### src/rtl/int_alu.sv
module int_alu #(
  parameter int W = 32
) (
  input  logic [3:0]         op_i,
  input  logic [W-1:0]       a_i,
  input  logic [W-1:0]       b_i,
  input  logic [$clog2(W)-1:0] shamt_i,
  output logic [W-1:0]       result_o,
  output logic               ovf_o
);
  localparam int SW = $clog2(W);

  localparam logic [3:0] OP_ADD  = 4'd0;
  localparam logic [3:0] OP_ADDU = 4'd1;
  localparam logic [3:0] OP_SUB  = 4'd2;
  localparam logic [3:0] OP_SUBU = 4'd3;
  localparam logic [3:0] OP_AND  = 4'd4;
  localparam logic [3:0] OP_OR   = 4'd5;
  localparam logic [3:0] OP_XOR  = 4'd6;
  localparam logic [3:0] OP_NOR  = 4'd7;
  localparam logic [3:0] OP_SLT  = 4'd8;
  localparam logic [3:0] OP_SLTU = 4'd9;
  localparam logic [3:0] OP_SLL  = 4'd10;
  localparam logic [3:0] OP_SRL  = 4'd11;
  localparam logic [3:0] OP_SRA  = 4'd12;
  localparam logic [3:0] OP_SLLV = 4'd13;
  localparam logic [3:0] OP_SRLV = 4'd14;
  localparam logic [3:0] OP_SRAV = 4'd15;

  logic         is_sub;
  logic [W-1:0] b_eff;
  logic [W:0]   sum;
  logic         ovf_raw;
  logic         lt_s, lt_u;
  logic         var_sh;
  logic [SW-1:0] amt;
  logic [W-1:0] shl, shr, sha;

  // add/sub/compare share one adder; B is inverted with carry-in for anything but add
  assign is_sub  = (op_i != OP_ADD) && (op_i != OP_ADDU);
  assign b_eff   = is_sub ? ~b_i : b_i;
  assign sum     = {1'b0, a_i} + {1'b0, b_eff} + {{W{1'b0}}, is_sub};
  assign ovf_raw = (a_i[W-1] == b_eff[W-1]) && (sum[W-1] != a_i[W-1]);

  assign lt_s = (a_i[W-1] != b_i[W-1]) ? a_i[W-1] : sum[W-1];
  assign lt_u = ~sum[W];

  assign var_sh = (op_i == OP_SLLV) || (op_i == OP_SRLV) || (op_i == OP_SRAV);
  assign amt    = var_sh ? b_i[SW-1:0] : shamt_i;
  assign shl    = a_i << amt;
  assign shr    = a_i >> amt;
  assign sha    = W'($signed(a_i) >>> amt);

  assign ovf_o = ((op_i == OP_ADD) || (op_i == OP_SUB)) && ovf_raw;

  always_comb begin
    case (op_i)
      OP_ADD, OP_ADDU,
      OP_SUB, OP_SUBU: result_o = sum[W-1:0];
      OP_AND:          result_o = a_i & b_i;
      OP_OR:           result_o = a_i | b_i;
      OP_XOR:          result_o = a_i ^ b_i;
      OP_NOR:          result_o = ~(a_i | b_i);
      OP_SLT:          result_o = {{(W-1){1'b0}}, lt_s};
      OP_SLTU:         result_o = {{(W-1){1'b0}}, lt_u};
      OP_SLL, OP_SLLV: result_o = shl;
      OP_SRL, OP_SRLV: result_o = shr;
      default:         result_o = sha;
    endcase
  end
endmodule

### config.mk
export PLATFORM = sky130hd
export DESIGN_NAME = int_alu
export DESIGN_NICKNAME = d
export VERILOG_FILES = /design/src/rtl/int_alu.sv
export SDC_FILE = /design/constraint.sdc
export NUM_CORES = 1
export LEC_CHECK = 0
export ABC_AREA = 0
export ABC_CLOCK_PERIOD_IN_PS = 3300
export BUFFER_PORTS_ARGS = -buffer_cell sky130_fd_sc_hd__buf_2
export CAP_MARGIN = 20
export CELL_PAD_IN_SITES_DETAIL_PLACEMENT = 1
export CELL_PAD_IN_SITES_GLOBAL_PLACEMENT = 1
export CORE_MARGIN = 3
export CORE_UTILIZATION = 30
export DETAILED_ROUTE_END_ITERATION = 6
export PLACE_DENSITY_LB_ADDON = 0.25
export RECOVER_POWER = 50
export SYNTH_ARGS = -nofsm -noshare
export SYNTH_HDL_FRONTEND = slang
export SYNTH_SLANG_ARGS = --single-unit
### constraint.sdc
create_clock -name vclk -period 3.3
set_clock_uncertainty 0.1 [all_clocks]
set_input_delay 0.165 -clock vclk [all_inputs]
set_output_delay 0.165 -clock vclk [all_outputs]
set_load 0.05 [all_outputs]
==> summary.md <==
| Metric | Value |
|---|---|
| Crit end category | primary output |
| Synth top area cells | mux2i_1, ha_1, nand2_1, a21oi_1, xnor2_1 |
| Finished Cell Area | 14,500 um^2 |
| Final worst slack | -0.544 ns |
| Via Count | about 13,000 |
| Pwr dens | 279 nW/um^2 |
| CP Max Fanout | 8 |
| CORE AREA | 27,400 um^2 |
| First-pass GRT wire length | approximately 85 mm |
| Vias/cell | 6.21 |
| Arrival time at the worst endpoint | 3.58 ns |
| Area growth syn-to-layout | 70.2% |
| Final setup violation count | 32 |
| CP Data Required Time | 3.03 ns |
| DRT Pass-1 Iters | 5 |
| Cell breakdown of the critical path | buf_8 > or3_4 > buf_12 > xnor2_4 > ha_4 > buf_4 > nand3_4 > nor3_4 > o31ai_4 > buf_6 > and3_1 > mux2i_2 > o311ai_4 > o31a_1 > a2bb2oi_4 > buf_8 |
| # port buffers | 106 |
| Initial Util | 0.310 |
| Most frequent cell after synthesis | mux2i_1 |
| Total wire length | 60.8 mm |
| Largest stage delay on the critical path | 0.49 ns |
| Register Area | 0 um^2 |
| Slowest-stage cell, CP | or3_4 |
| Sequential area share after synthesis | 0 |
| Post-synth top cells | mux2i_1, nand2_1, ha_1 |
| Max-slew violations | 0 |
| Worst-Margin Slew | 0.741 ns |
| Synth Instances | 1,224 |
| Hold endpoint | ovf_o |
| Nets | 1,815 |
| Seq cells | 0 |
| Largest area contributor in the netlist | mux2i_1 |
| Min-Delay Path Class | primary input to primary output |
| Crit path launch type | primary input |
| Min cycle time layout | 3.84 ns |
| Fmax | 0.260 GHz |
| Number of routed nets with antenna violations | 0 |
| Die area | 30,400 um^2 |
| Vias in the first global route | 12,500 |
| Gr usage total | 0.366 |
| Worst hold slack | between 0.9 and 1 ns |
| Unrepaired setup endpoints after global routing | yes |
| YS warnings | 0 |
| Initial antenna violation count | 0 |
| RD Place Congestion | 1.08 |
| HPWL after DPL | between 40 and 50 mm |
| Critical path buffers and inverters | 5 |
| Syn Area/Cell | between 6 and 7 um^2 |
| Violated checks | setup timing |
| DRC | 0 |
| Die Wd | 174 um |
| Hold path cells | 4 |
| Slew margin rel. | 0.500 |
| Syn Std Cell Area | between 8000 and 9000 um^2 |
| Hold Buf Count CTS | 0 |
| Initial DRC count | around 1,400 |
| Number of fill cells | around 3,300 |
| Largest net degree at the start of global routing | 31 |
| Total power | 4.04 mW |
| Leakage power total | between 6 and 7 nW |
| # rows | 60 |
| Grt ovf | 0 |
| DP Worst Slack | -0.953 ns |
| Setup TNS | -10.44 ns |
| Total instance count after detailed placement | 1,976 |
| I/O Pins | 106 |
| Outcome | complete, but fails checks |
| Synth top area share | 0.180 |
| Most common cell on crit path | buf_8 |
| Final hold violations | 0 |
| ANT cells | 0 |
| Hold wc startpoint | op_i[0] |
| WL/cell | 30.2 um |
| Max Cap Viol | 0 |
| Synth cell types | 75 |
| Fin crit share | 1.16 |
| Share of layout cells above drive strength 1 | 0.451 |
| DP Area | 12,400 um^2 |
| Non-Filler Instances | about 2,000 |
| Peak supply drop | 0.143 mV |
| Syn nets | 1,394 |
| Top cell family by delay on the critical path | simple AND/OR/NAND/NOR gates |
| Die Y | around 170 um |
| Critical path class | primary input to primary output |
| CLK BUF | 0 |
| Fin util | 0.528 |
## where the power goes
part	total (mW)	leakage, nW	internal (mW)	switching, mW
sequential	0	0	0	0
combinational	4.04	6.65	1.73	2.31
clock	0	0	0	0
total	4.04	6.65	1.73	2.31
## area by class of cell
cell class / count / area, um^2 / area share
multi-input combinational: 1063 / 9570 / 0.662
inverter: 72 / 270 / 0.0187
timing repair buffer: 508 / 4150 / 0.287
tap: 372 / 465 / 0.0322
## cell families after synthesis
kind of cell | after synthesis | share of synthesized area
AOI/OAI and AO/OA | 386 | 0.310
xor gates and xnor gates | 53 | 0.0547
adders and majority gates | 97 | 0.144
buffers and inverters | 161 | 0.0799
muxes | 178 | 0.226
and+or+nand+nor | 349 | 0.185
## how the worst max path moves through the flow
stage	depth (start not counted)	end	from
after global placement	14	result_o[21]	op_i[3]
after global routing	16	result_o[26]	op_i[1]
after floorplan	14	ovf_o	op_i[1]
final	16	result_o[15]	op_i[1]
after CTS	15	result_o[15]	op_i[1]
after detailed placement	14	result_o[21]	op_i[3]
## per-layer routing
layer  global-route usage  vias up  share of wire  wire (um)
li1                     -     5458              -          -
met1                0.503     6337           0.43      26000
met2                0.604      602           0.46      28000
met3               0.0358      113          0.071       4300
met4                0.112        0          0.041       2530
met5                    0        -              0          0
## cell usage in the layout (no fill, tap or decap), types with 23 or more instances in the layout
cell type | Yosys | routed
buf_4 | 4 | 350
mux2i_1 | 153 | 138
nand2_1 | 140 | 125
ha_1 | 96 | 85
nor2_1 | 90 | 77
inv_1 | 72 | 71
buf_2 | 23 | 71
a21oi_1 | 93 | 70
buf_6 | 4 | 63
o21ai_0 | 60 | 46
a221oi_1 | 41 | 33
nand3_1 | 38 | 32
o211ai_1 | 25 | 25
xnor2_1 | 43 | 23
## timing repair
| action | CTS | global route |
|---|---|---|
| hold endpoints to repair | 0 | 0 |
| pin swaps | 77 | 65 |
| cloned | 2 | 1 |
| endpoints found under the setup margin | 33 | 33 |
| setup buffers | 27 | 21 |
| gates resized for setup | 226 | 125 |
No activity file was read; power rests on OpenSTA's default activity.
